### config.mk
export PLATFORM = sky130hd
export DESIGN_NAME = regproto_engine
export DESIGN_NICKNAME = d
export VERILOG_FILES = /design/src/rtl/regproto_pkg.sv /design/src/rtl/rp_req_parser.sv /design/src/rtl/rp_reply_ser.sv /design/src/rtl/regproto_engine.sv
export SDC_FILE = /design/constraint.sdc
export NUM_CORES = 1
export LEC_CHECK = 0
export ABC_AREA = 0
export BUFFER_PORTS_ARGS = -buffer_cell sky130_fd_sc_hd__buf_2
export CORE_ASPECT_RATIO = 0.75
export CORE_MARGIN = 3
export CORE_UTILIZATION = 25
export CTS_CLUSTER_SIZE = 24
export DETAILED_ROUTE_END_ITERATION = 6
export HOLD_SLACK_MARGIN = 0.02
export PLACE_DENSITY = 0.51
export SLEW_MARGIN = 30
export SYNTH_ARGS = -nofsm -noshare
export SYNTH_HDL_FRONTEND = slang
export SYNTH_SLANG_ARGS = --single-unit
### constraint.sdc
create_clock -name clk -period 1.9 [get_ports clk]
set_input_delay 0.095 -clock clk [delete_from_list [all_inputs] [get_ports clk]]
set_output_delay 0.095 -clock clk [all_outputs]
set_load 0.1 [all_outputs]
### src/rtl/regproto_pkg.sv
// Shared encodings for the register access command engine.
// Assumes one opcode byte starts every request.
package regproto_pkg;
    localparam logic [7:0] OP_WR_REQ   = 8'h01;
    localparam logic [7:0] OP_WR_RSP   = 8'h02;
    localparam logic [7:0] OP_RD_REQ   = 8'h03;
    localparam logic [7:0] OP_RD_RSP   = 8'h04;
    localparam logic [7:0] OP_ERROR    = 8'hEE;
    localparam logic [7:0] CODE_ACK    = 8'h00;
    localparam logic [7:0] CODE_BADOP  = 8'h01;
    localparam logic [7:0] CODE_BADREG = 8'h02;

    typedef enum logic [1:0] {REQ_WRITE, REQ_READ, REQ_BADOP} req_kind_t;
    typedef enum logic [1:0] {PS_OPCODE, PS_REGNUM, PS_VALUE} parse_state_t;
endpackage

### src/rtl/rp_req_parser.sv
// Request parser: collects opcode, register number and value bytes and
// emits one request strobe per complete or rejected request.
// Assumes: while hold is high, incoming bytes are dropped and the request
// fields stay stable for the consumer.
module rp_req_parser
    import regproto_pkg::*;
#(
    parameter int DATA_W = 32
) (
    input  logic              clk,
    input  logic              rst_n,
    input  logic [7:0]        rx_byte,
    input  logic              rx_valid,
    input  logic              hold,
    output logic              req_vld,
    output req_kind_t         req_kind,
    output logic [7:0]        req_reg,
    output logic [DATA_W-1:0] req_data
);
    localparam int NBYTES = DATA_W / 8;
    localparam int CW     = $clog2(NBYTES + 1);

    parse_state_t  st;
    logic [CW-1:0] cnt;

    // Step through the request fields, one byte per accepted strobe.
    always_ff @(posedge clk) begin
        if (!rst_n) begin
            st       <= PS_OPCODE;
            cnt      <= '0;
            req_vld  <= 1'b0;
            req_kind <= REQ_BADOP;
            req_reg  <= '0;
            req_data <= '0;
        end else begin
            req_vld <= 1'b0;
            if (rx_valid && !hold) begin
                case (st)
                    PS_OPCODE: begin
                        if (rx_byte == OP_WR_REQ) begin
                            req_kind <= REQ_WRITE;
                            st       <= PS_REGNUM;
                        end else if (rx_byte == OP_RD_REQ) begin
                            req_kind <= REQ_READ;
                            st       <= PS_REGNUM;
                        end else begin
                            req_kind <= REQ_BADOP;
                            req_vld  <= 1'b1;
                        end
                    end
                    PS_REGNUM: begin
                        req_reg <= rx_byte;
                        cnt     <= '0;
                        if (req_kind == REQ_READ) begin
                            req_vld <= 1'b1;
                            st      <= PS_OPCODE;
                        end else begin
                            st <= PS_VALUE;
                        end
                    end
                    PS_VALUE: begin
                        req_data <= {req_data[DATA_W-9:0], rx_byte};
                        if (cnt == CW'(NBYTES - 1)) begin
                            req_vld <= 1'b1;
                            st      <= PS_OPCODE;
                        end else begin
                            cnt <= cnt + 1'b1;
                        end
                    end
                    default: st <= PS_OPCODE;
                endcase
            end
        end
    end

    // a held byte neither advances the parser nor raises a request.
    p_drop_on_hold_r9: assert property (@(posedge clk) disable iff (!rst_n)
        hold |=> ($stable(st) && !req_vld));
endmodule

### src/rtl/rp_reply_ser.sv
// Reply serialiser: takes a framed reply and hands it to the UART one
// byte at a time. Assumes the UART raises tx_busy on the edge that
// takes tx_load, so the cycle after a load is always skipped.
module rp_reply_ser #(
    parameter int MAX_BYTES = 6,
    localparam int LW = $clog2(MAX_BYTES + 1)
) (
    input  logic                      clk,
    input  logic                      rst_n,
    input  logic                      start,
    input  logic [LW-1:0]             start_len,
    input  logic [MAX_BYTES-1:0][7:0] start_frame,
    input  logic                      tx_busy,
    output logic                      active,
    output logic [7:0]                tx_byte,
    output logic                      tx_load
);
    logic [MAX_BYTES-1:0][7:0] frame;
    logic [LW-1:0]             len;
    logic [LW-1:0]             idx;

    // Latch a new reply, then emit one byte whenever the UART is free.
    always_ff @(posedge clk) begin
        if (!rst_n) begin
            frame   <= '0;
            len     <= '0;
            idx     <= '0;
            active  <= 1'b0;
            tx_byte <= '0;
            tx_load <= 1'b0;
        end else begin
            tx_load <= 1'b0;
            if (start && !active) begin
                frame  <= start_frame;
                len    <= start_len;
                idx    <= '0;
                active <= 1'b1;
            end else if (active && !tx_busy && !tx_load) begin
                tx_load <= 1'b1;
                tx_byte <= frame[idx];
                idx     <= idx + 1'b1;
                if (idx == len - LW'(1)) begin
                    active <= 1'b0;
                end
            end
        end
    end

    // a load lasts one cycle and never meets a busy transmitter.
    p_load_pulse_r8: assert property (@(posedge clk) disable iff (!rst_n)
        tx_load |=> !tx_load);
    p_load_free_r8: assert property (@(posedge clk) disable iff (!rst_n)
        $rose(tx_load) |-> !$past(tx_busy));
    // a new reply never overruns one in flight.
    p_start_idle_r10: assert property (@(posedge clk) disable iff (!rst_n)
        start |-> !active);
endmodule

### src/rtl/regproto_engine.sv
// Register access command engine top: parses requests from the UART
// receive stream, performs control writes or status reads, and sends
// one reply per request. Assumes sts_rd_data follows sts_rd_addr
// combinationally.
module regproto_engine
    import regproto_pkg::*;
#(
    parameter int DATA_W  = 32,
    parameter int NUM_CTL = 4,
    parameter int NUM_STS = 5
) (
    input  logic              clk,
    input  logic              rst_n,
    input  logic [7:0]        rx_byte,
    input  logic              rx_valid,
    output logic [7:0]        tx_byte,
    output logic              tx_load,
    input  logic              tx_busy,
    output logic              ctl_wr_en,
    output logic [7:0]        ctl_wr_addr,
    output logic [DATA_W-1:0] ctl_wr_data,
    output logic [7:0]        sts_rd_addr,
    input  logic [DATA_W-1:0] sts_rd_data
);
    localparam int NB   = DATA_W / 8;
    localparam int MAXB = NB + 2;
    localparam int LW   = $clog2(MAXB + 1);
    localparam logic [7:0] CTL_LIM = 8'(NUM_CTL);
    localparam logic [7:0] STS_LIM = 8'(NUM_STS);

    logic                 req_vld;
    req_kind_t            req_kind;
    logic [7:0]           req_reg;
    logic [DATA_W-1:0]    req_data;
    logic                 ser_active;
    logic                 hold;
    logic                 wr_ok;
    logic [MAXB-1:0][7:0] frame;
    logic [LW-1:0]        flen;

    assign hold        = req_vld || ser_active;
    assign sts_rd_addr = req_reg;
    assign wr_ok       = (req_kind == REQ_WRITE) && (req_reg < CTL_LIM);

    rp_req_parser #(.DATA_W(DATA_W)) i_parser (
        .clk      (clk),
        .rst_n    (rst_n),
        .rx_byte  (rx_byte),
        .rx_valid (rx_valid),
        .hold     (hold),
        .req_vld  (req_vld),
        .req_kind (req_kind),
        .req_reg  (req_reg),
        .req_data (req_data)
    );

    // Build the reply frame and its length from the decoded request.
    always_comb begin
        frame    = '0;
        flen     = LW'(2);
        frame[0] = OP_ERROR;
        frame[1] = CODE_BADOP;
        case (req_kind)
            REQ_WRITE: begin
                if (req_reg < CTL_LIM) begin
                    frame[0] = OP_WR_RSP;
                    frame[1] = CODE_ACK;
                end else begin
                    frame[1] = CODE_BADREG;
                end
            end
            REQ_READ: begin
                if (req_reg < STS_LIM) begin
                    frame[0] = OP_RD_RSP;
                    frame[1] = req_reg;
                    for (int i = 0; i < NB; i++) begin
                        frame[2+i] = sts_rd_data[DATA_W-1-8*i -: 8];
                    end
                    flen = LW'(MAXB);
                end else begin
                    frame[1] = CODE_BADREG;
                end
            end
            default: ;
        endcase
    end

    // Drive the control-register port for in-range writes.
    always_ff @(posedge clk) begin
        if (!rst_n) begin
            ctl_wr_en   <= 1'b0;
            ctl_wr_addr <= '0;
            ctl_wr_data <= '0;
        end else begin
            ctl_wr_en <= req_vld && wr_ok;
            if (req_vld && wr_ok) begin
                ctl_wr_addr <= req_reg;
                ctl_wr_data <= req_data;
            end
        end
    end

    rp_reply_ser #(.MAX_BYTES(MAXB)) i_ser (
        .clk         (clk),
        .rst_n       (rst_n),
        .start       (req_vld),
        .start_len   (flen),
        .start_frame (frame),
        .tx_busy     (tx_busy),
        .active      (ser_active),
        .tx_byte     (tx_byte),
        .tx_load     (tx_load)
    );

    // only in-range control registers are ever written.
    p_ctl_in_range_r6: assert property (@(posedge clk) disable iff (!rst_n)
        ctl_wr_en |-> (ctl_wr_addr < CTL_LIM));
    // a write strobe lasts a single cycle.
    p_ctl_pulse_r2: assert property (@(posedge clk) disable iff (!rst_n)
        ctl_wr_en |=> !ctl_wr_en);
    // every request starts a reply on the next cycle.
    p_reply_follows_r10: assert property (@(posedge clk) disable iff (!rst_n)
        req_vld |=> ser_active);
endmodule

Word-level counts from Yosys, hierarchy flattened. Index checks and enable logic that the tools add are counted.

Register bits after elaboration: 153. Input port bits: 44. Output and inout bits: 58. Word-level logic and storage cells: 92.

Add/subtract/negate cells: 3. Order comparisons: 3. Eq/ne operators: 10. Mux-type cells: 29. Bitwise logic cells: 2. Reduce and logical (&&, ||, !) cells: 25.

Operators by type and width (count): two-way mux 32 bit (2); two-way mux 8 bit (4); one-hot mux 16 bit (2 select lines) (1); binary-select mux 8 bit (select 3 bit) (1); less-than comparator 8 x 3 -> 1 bit (second input constant) (2); two-way mux 2 bit (7); AND reduction 2 bit (6); two-way mux 3 bit (3); equality test 8 x 1 -> 1 bit (second input constant) (1); equality test 8 x 2 -> 1 bit (second input constant) (1); two-way mux 1 bit (8); adder 3 x 1 -> 3 bit (second input constant) (2); logical AND 1 bit (6); one-hot mux 2 bit (3 select lines) (1); one-hot mux 3 bit (2 select lines) (1); AND reduction 3 bit (2); nonzero test 2 bit (3); equality test 2 x 1 -> 1 bit (second input constant) (2); zero test 1 bit (4); zero test 2 bit (2); less-than comparator 3 x 4 -> 1 bit (second input constant) (1); equality test 3 x 2 -> 1 bit (second input constant) (1); equality test 3 bit (1); != test 3 x 1 -> 1 bit (second input constant) (1); other kinds (8) (9).

Logic depth before layout (Yosys ltp). Gate-level depths: netlist of the first run.

Word-level depth: 5. Depth in mapped cells: 6. Gate-level depth less buffers: 5.

Hierarchy. From an unflattened synthesis of the first run, not the netlist that was laid out.

Cells, all modules: 798. Area, all modules: 6791.5 um^2.

Modules (own cells, without submodules): rp_reply_ser (instances 1, cells each 316, area each 2788.9 um^2, seq. area each 1281.2 um^2); regproto_engine (instances 1, cells each 259, area each 2153.3 um^2, seq. area each 820.8 um^2); rp_req_parser (instances 1, cells each 223, area each 1849.3 um^2, seq. area each 960.9 um^2).

Worst setup path after synthesis of the first run. OpenSTA, ideal clock, no wires.

Path kind: register to register. Start point: reg i_parser.req_reg[3]. End point: reg i_ser.frame[37] in the netlist's numbering. Library setup time: 0.061 ns. Arrival time: 2.116 ns. Data required time: 1.839 ns. Path slack: -0.277 ns. Cell stages (with the launch flop): 5. Buffers on the path: 1. Clock period less this slack: 2.177 ns. Cell sequence: dfxtp_1 or4_4 nor4b_4 buf_6 a32o_1.

Longest elaborated chain between the ends: 3.

RTL lines: start: declaration (RTL line rp_req_parser.sv:17) `output logic [7:0] req_reg,`; start signal: assignment (RTL line rp_req_parser.sv:52) `req_reg <= rx_byte;`; less-than comparator 8 x 3 -> 1 bit (RTL line regproto_engine.sv:73) `if (req_reg < STS_LIM) begin`; two-way mux 32 bit (RTL line regproto_engine.sv:73); two-way mux 32 bit (RTL line regproto_engine.sv:63) `case (req_kind)`; end signal: assignment (RTL line rp_reply_ser.sv:34) `frame <= start_frame;`; end: declaration (RTL line rp_reply_ser.sv:18) `logic [MAX_BYTES-1:0][7:0] frame;`.

No other way between the ends. A chain may end at the register's enable or synchronous reset.

Final worst setup path of the first run.
Start point: reg i_parser.req_reg[3]. End point: reg i_ser.frame[8] in the netlist's numbering.

Longest elaborated chain between the ends: 3.

RTL lines (RTL line): less-than comparator 8 x 3 -> 1 bit (regproto_engine.sv:73); two-way mux 8 bit (regproto_engine.sv:73); one-hot mux 16 bit (2 select lines) (regproto_engine.sv:63).

No other way between the ends.

==> parameters.txt, run 1 <==
Parameter                              Value

Die
  Number of rows created at floorplan    47
  Placeable Area    22,580 um2
  Effective utilization at floorplan    0.2599
  Die Area    roughly 25,000 um2
  Vertical extent of the die    138.7 um
  Die width    between 150 and 200 um
  Top-Level Pins    roughly 100

Timing
  Min Clock Period, post-route    ~1800 ps
  Final total negative setup slack    0 ps
  Setup repair after global routing missed its margin    false
  Pin slew with the least headroom to its limit    between 500 and 600 ps
  Fin Clk Skew    around 8.3 ps
  Final worst path period share    0.9244
  Timing-limited maximum frequency    around 0.57 GHz
  Worst slew margin    0.6079
  Total count of max-transition violations in the final report    0
  Final setup violating endpoints    0
  Worst hold slack across all endpoints    47.64 ps
  Number of hold-slack violations in the final timing report    0

Pwr
  Part of the total power dissipated in combinational logic    0.064
  Internal portion of total power    between 5 and 6 mW
  Net switching power    between 1.5 and 2 mW
  Total power density per cell area    about 900 nW/um2
  Clock network fraction of design power    0.490
  Standby leakage power    between 2 and 3 nW
  Switching share of power    0.2327
  Worst IR drop on VDD    ~0.44 mV
  Relative contribution of sequential cells to total power    0.446

Global route
  Maximum number of pins on one net before global-route repair    just over 60
  Leftover overflow at the end of global routing    0
  Initial antenna violation count    0
  Global-route wire length before repair    roughly 27,000 um
  Vias in the first global route    approximately 5,000
  Overall track demand over capacity in global routing    0.1329

Synthesis
  Number of nets in the synthesized netlist    672
  XOR/XNOR Fraction of Synth Area    0.004477
  Instance count of the mapped netlist    roughly 630
  Number of enable flip-flop cells after synthesis    0
  Multiplexer area fraction after synthesis    0.09550
  Count of synthesis-stage warnings from yosys    0
  Main synth FF type    sky130_fd_sc_hd__dfxtp_1
  Largest family of logic cells by synthesized area    compound AO/OA/AOI/OAI gates
  Post-Synthesis Cell Area    approximately 5900 um2
  Synth Register Bits    around 150
  Compound-cell area share of the yosys netlist    0.1865
  Count of unique library cells instantiated by Yosys    49
  Adder and majority cell fraction of the synthesized area    0.006395
  Share of synthesized registers carrying an async set or reset    0
  Sequential cell area fraction in the yosys report    0.5014
  Mean instance size in the synthesized netlist    between 9 and 10 um2
  Basic-gate share of the synthesized area counting and, or, nand and nor cells    0.1588

Place
  Total of buffers placed on input and output ports    approximately 100
  HPWL reported at the end of detailed placement    11,220 um
  Total placed instance area    ~6800 um2
  Final weighted congestion in routability-driven placement    between 0.7 and 0.8

Finish
  Final Cell Area    roughly 7800 um2
  Reg with most FFs    i_ser.frame
  Largest register FFs    43
  Layout net count    around 800
  Footprint of the multi-input gates    about 2700 um2
  Commonest non-fill, non-tap cells in the layout    sky130_fd_sc_hd__dfxtp_1, sky130_fd_sc_hd__buf_2, sky130_fd_sc_hd__nand2_1
  Area occupied by registers    ~3000 um2
  Total of fill cells in the finished design    ~2,400
  Biggest regs    i_ser.frame (43), ctl_wr_data (32), i_parser.req_data (32)
  Relative area change from synthesis to final layout    32.40%
  Antenna cell count    0
  Most common cell after layout, fill and taps aside    sky130_fd_sc_hd__dfxtp_1
  Layout cells sized above 1    0.2562

CTS
  Clock tree from TritonCTS    done
  CTS clk-pin slew, worst paths    60 ps
  Root Buffer    sky130_fd_sc_hd__clkbuf_16
  Total number of H-tree levels    4
  CTS sink count    147
  Latest clock arrival within the worst-skew pair    roughly 420 ps
  Count of cells resized by post-cts repair    0
  Number of buffers on the longest clock path    2
  Total clock buffers created by CTS    17

Drt
  Drt first-iter violations    approximately 370
  Met2 WL    between 6000 and 7000 um
  Final wirelength    ~17,000 um
  Detail-routed via count per cell    between 4 and 5
  DRC    0
  WL/cell    15.82 um
  First drt pass iteration count    4
  Detailed route wirelength on metal3    just under 800 um
  DR vias    5,108
  Number of antenna-violating nets in the routed design    0
  Metal1 wirelength    9040 um
  Uppermost layer routed    met4

Setup path
  Worst setup path category    reg -> reg
  Endpoint class of the critical path    register
  Endpoint arrival time on the critical path    2110 ps
  Peak fanout along the critical path    4
  Kind of start point of the critical path    register
  Worst EP required    around 2300 ps
  Worst r2r path cells    3

Status
  Status    completed

Min path
  Worst hold-check path type    in -> reg
  Hold depth    4

Job
  Max-capacitance violation count    0
-- Yosys cell counts (7+ instances only) --
master / n / area, um2
sky130_fd_sc_hd__o21ai_0: 57 / 285.3
sky130_fd_sc_hd__nand2_1: 79 / 296.5
sky130_fd_sc_hd__mux2i_1: 38 / 380.4
sky130_fd_sc_hd__and3_1: 13 / 81.33
sky130_fd_sc_hd__a31oi_1: 8 / 50.05
sky130_fd_sc_hd__nor2_1: 13 / 48.80
sky130_fd_sc_hd__a32o_1: 33 / 330.3
sky130_fd_sc_hd__nand3_1: 44 / 220.2
sky130_fd_sc_hd__clkbuf_1: 50 / 187.7
sky130_fd_sc_hd__nand2b_1: 7 / 43.79
sky130_fd_sc_hd__a21oi_1: 49 / 245.2
sky130_fd_sc_hd__dfxtp_1: 147 / 2943
sky130_fd_sc_hd__mux2_2: 16 / 180.2
-- repair_timing --
item,4_1_cts,5_1_grt
buffers inserted,0,0
hold buffers,40,0
endpoints found under the hold margin,49,0
-- power groups by stage --
| stage | logic, mW | registers (mW) | clock network (mW) |
|---|---|---|---|
| 2_1_floorplan | 0.171 | 3.25 | 0 |
| 3_3_place_gp | 0.385 | 3.19 | 0 |
| 3_5_place_dp | 0.384 | 3.19 | 0 |
| 4_1_cts | 0.449 | 3.12 | 3.53 |
| 5_1_grt | 0.488 | 3.12 | 3.64 |
| 6_report | 0.447 | 3.12 | 3.43 |
-- cells by family after synthesis --
logic type	Yosys count
simple gates	184
fa+ha+maj	3
mux	54
xor+xnor	3
buf+inv	63
compound gates	171
flops	147
-- metrics by stage --
| step | total power, mW | utilization | setup WS (ps) | instances |
|---|---|---|---|---|
| 2_1_floorplan | 3.418 | - | 4.212 | 625 |
| 3_3_place_gp | 3.573 | 0.2997 | 149.7 | 991 |
| 3_5_place_dp | 3.573 | 0.2997 | 150.4 | 991 |
| 4_1_cts | 7.098 | 0.3441 | 139.1 | 1063 |
| 5_1_grt | 7.253 | 0.3441 | 89.22 | 1063 |
| 6_report | 6.997 | 0.3441 | 143.7 | 1063 |
-- critical path: stages (launching register included) --
cell and delay (ps):
sky130_fd_sc_hd__dfxtp_4 350, sky130_fd_sc_hd__or4_4 570, sky130_fd_sc_hd__or4_2 630, sky130_fd_sc_hd__a21oi_1 150
-- final timing paths --
kind	startpoint	to	slack [ps]
worst min-delay path	tx_busy	i_ser.idx[2]	50
worst max register to register	i_parser.req_reg[3]	i_ser.frame[8]	140
worst max-delay path	i_parser.req_reg[3]	i_ser.frame[8]	140
worst min register to register	ctl_wr_data[18]	ctl_wr_data[18]	450
-- cell type report --
cell class,instances,share of cell area
Clock inverter,12,0.02013
Multi-Input combinational cell,415,0.3433
Clock buffer,20,0.05748
Sequential cell,147,0.3803
Tap cell,294,0.04734
Inverter,3,0.001449
Timing Repair Buffer,172,0.1501
-- per-layer routing --
layer  vias up  track usage
met1      2446       0.2023
li1       2533            -
met2       117       0.1799
met3        12      0.03330
met4         0      0.04447
met5         -            0
Note: power is estimated with default switching activity, not from simulation.
==> run 2: changes to the inputs <==
--- a/config.mk
+++ b/config.mk
@@ -10,10 +10,12 @@
 export CORE_ASPECT_RATIO = 0.75
 export CORE_MARGIN = 3
 export CORE_UTILIZATION = 25
+export CTS_BUF_LIST = sky130_fd_sc_hd__clkbuf_4 sky130_fd_sc_hd__clkbuf_8
 export CTS_CLUSTER_SIZE = 24
 export DETAILED_ROUTE_END_ITERATION = 6
 export HOLD_SLACK_MARGIN = 0.02
 export PLACE_DENSITY = 0.51
+export RECOVER_POWER = 50
 export SLEW_MARGIN = 30
 export SYNTH_ARGS = -nofsm -noshare
 export SYNTH_HDL_FRONTEND = slang
==> parameters.txt, run 2 (same netlist as run 1, synthesis figures left out) <==
Parameter                              Value

Pwr
  Worst IR drop on VDD    about 0.37 mV
  Part of the total power dissipated in combinational logic    0.072
  Internal portion of total power    approximately 4.6 mW
  Net switching power    between 1.5 and 2 mW
  Relative contribution of sequential cells to total power    0.508
  Clock network fraction of design power    0.420
  Switching share of power    0.2459
  Standby leakage power    between 2 and 3 nW
  Total power density per cell area    a little over 800 nW/um2

Drt
  Detailed route wirelength on metal3    around 890 um
  Metal1 wirelength    slightly below 9000 um
  Uppermost layer routed    met4
  Detail-routed via count per cell    4.767
  Final wirelength    roughly 17,000 um
  First drt pass iteration count    5
  DR vias    roughly 5,100
  Met2 WL    between 6000 and 7000 um
  WL/cell    approximately 16 um
  DRC    0
  Number of antenna-violating nets in the routed design    0
  Drt first-iter violations    roughly 400

CTS
  Number of buffers on the longest clock path    2
  Total clock buffers created by CTS    17
  Count of cells resized by post-cts repair    0
  Total number of H-tree levels    4
  Clock tree from TritonCTS    done
  CTS sink count    147
  Latest clock arrival within the worst-skew pair    approximately 450 ps
  Post CTS Setup Buffer Count    0
  Root Buffer    sky130_fd_sc_hd__clkbuf_8
  CTS clk-pin slew, worst paths    80 ps

Place
  Total placed instance area    around 6800 um2
  Final weighted congestion in routability-driven placement    0.7576
  HPWL reported at the end of detailed placement    approximately 11,000 um
  Total of buffers placed on input and output ports    a little over 100

Timing
  Fin Clk Skew    12.15 ps
  Setup repair after global routing missed its margin    false
  Final worst path period share    0.9255
  Number of hold-slack violations in the final timing report    0
  Final setup violating endpoints    0
  Total count of max-transition violations in the final report    0
  Worst hold slack across all endpoints    roughly 190 ps
  Timing-limited maximum frequency    ~0.57 GHz
  Final total negative setup slack    0 ps
  Min Clock Period, post-route    ~1800 ps
  Pin slew with the least headroom to its limit    ~690 ps
  Worst slew margin    0.5391

Setup path
  Worst setup path category    reg -> reg
  Worst EP required    approximately 2300 ps
  Peak fanout along the critical path    4
  Endpoint arrival time on the critical path    2140 ps
  Kind of start point of the critical path    register
  Worst r2r path cells    3
  Endpoint class of the critical path    register

Finish
  Layout cells sized above 1    0.2532
  Most common cell after layout, fill and taps aside    sky130_fd_sc_hd__dfxtp_1
  Biggest regs    i_ser.frame (43), ctl_wr_data (32), i_parser.req_data (32)
  Layout net count    between 800 and 900
  Largest register FFs    43
  Commonest non-fill, non-tap cells in the layout    sky130_fd_sc_hd__dfxtp_1, sky130_fd_sc_hd__nand2_1, sky130_fd_sc_hd__clkbuf_2
  Antenna cell count    0
  Relative area change from synthesis to final layout    29.03%
  Reg with most FFs    i_ser.frame
  Final Cell Area    7574 um2

Global route
  Vias in the first global route    roughly 5,000
  Maximum number of pins on one net before global-route repair    61
  Global-route wire length before repair    26,930 um
  Leftover overflow at the end of global routing    0
  Overall track demand over capacity in global routing    0.1316
  Initial antenna violation count    0

Die
  Vertical extent of the die    roughly 140 um
  Die width    between 150 and 200 um
  Top-Level Pins    102
  Die Area    roughly 25,000 um2
  Number of rows created at floorplan    47
  Placeable Area    about 23,000 um2
  Effective utilization at floorplan    0.2599

Job
  Max-capacitance violation count    0

Min path
  Hold depth    4
  Worst hold-check path type    in -> reg

Status
  Status    completed
## run 2: changes by cell type in the layout (fill, tap and decap cells not counted), moves of 2 or more
cell	delta
sky130_fd_sc_hd__clkbuf_16	-17
sky130_fd_sc_hd__clkbuf_8	+17
sky130_fd_sc_hd__buf_2	-58
sky130_fd_sc_hd__clkbuf_2	+62
sky130_fd_sc_hd__clkbuf_4	+2
sky130_fd_sc_hd__buf_4	-6
## run 2: repair_timing
| action | 4_1_cts | 5_1_grt |
|---|---|---|
| hold endpoints to repair | 50 | 0 |
| hold buffers | 41 | 0 |
| setup endpoints to repair | 0 | 0 |
## run 2: power groups by stage
| stage | clock network (mW) | logic (mW) | registers, mW |
|---|---|---|---|
| after floorplan | 0 | 0.171 | 3.25 |
| after global placement | 0 | 0.385 | 3.19 |
| after detailed placement | 0 | 0.384 | 3.19 |
| after CTS | 2.67 | 0.451 | 3.12 |
| after global routing | 2.80 | 0.485 | 3.12 |
| final | 2.57 | 0.442 | 3.12 |
## run 2: worst paths after layout
kind	endpoint	start	slack [ps]
worst max-delay path	i_ser.frame[8]	i_parser.req_reg[3]	140
worst min-delay path	i_parser.st[0]	rx_valid	190
worst max register to register	i_ser.frame[8]	i_parser.req_reg[3]	140
worst min register to register	ctl_wr_data[29]	i_parser.req_data[29]	460
## run 2: worst max-delay path: stages (launching register included)
cell	delay [ps]
sky130_fd_sc_hd__dfxtp_4	350
sky130_fd_sc_hd__or4_4	570
sky130_fd_sc_hd__or4_2	630
sky130_fd_sc_hd__a21oi_1	150
## run 2: final cells by class
type                    count  area (um2)
repair buffers            173        1159
inverters                   3       11.26
multi-input cells         415        2663
well taps                 294       367.9
flip-flops and latches    147        2954
clock buffers              20       262.8
clock inverters            12       156.4
fillers                  2404       15010
## run 2: per-stage QoR
stage	total power, mW	std cells	utilization	setup WS [ps]
5_1_grt	6.405	1064	0.3354	51.86
4_1_cts	6.235	1064	0.3364	135.8
6_report	6.130	1064	0.3354	141.6
2_1_floorplan	3.418	625	-	4.212
3_3_place_gp	3.573	991	0.2997	149.7
3_5_place_dp	3.573	991	0.2997	150.4
## run 2: metal layers
layer / track usage / vias up
met5: 0 / -
met4: 0.02764 / 0
met3: 0.04116 / 4
met2: 0.1783 / 114
met1: 0.2016 / 2423
li1: - / 2531
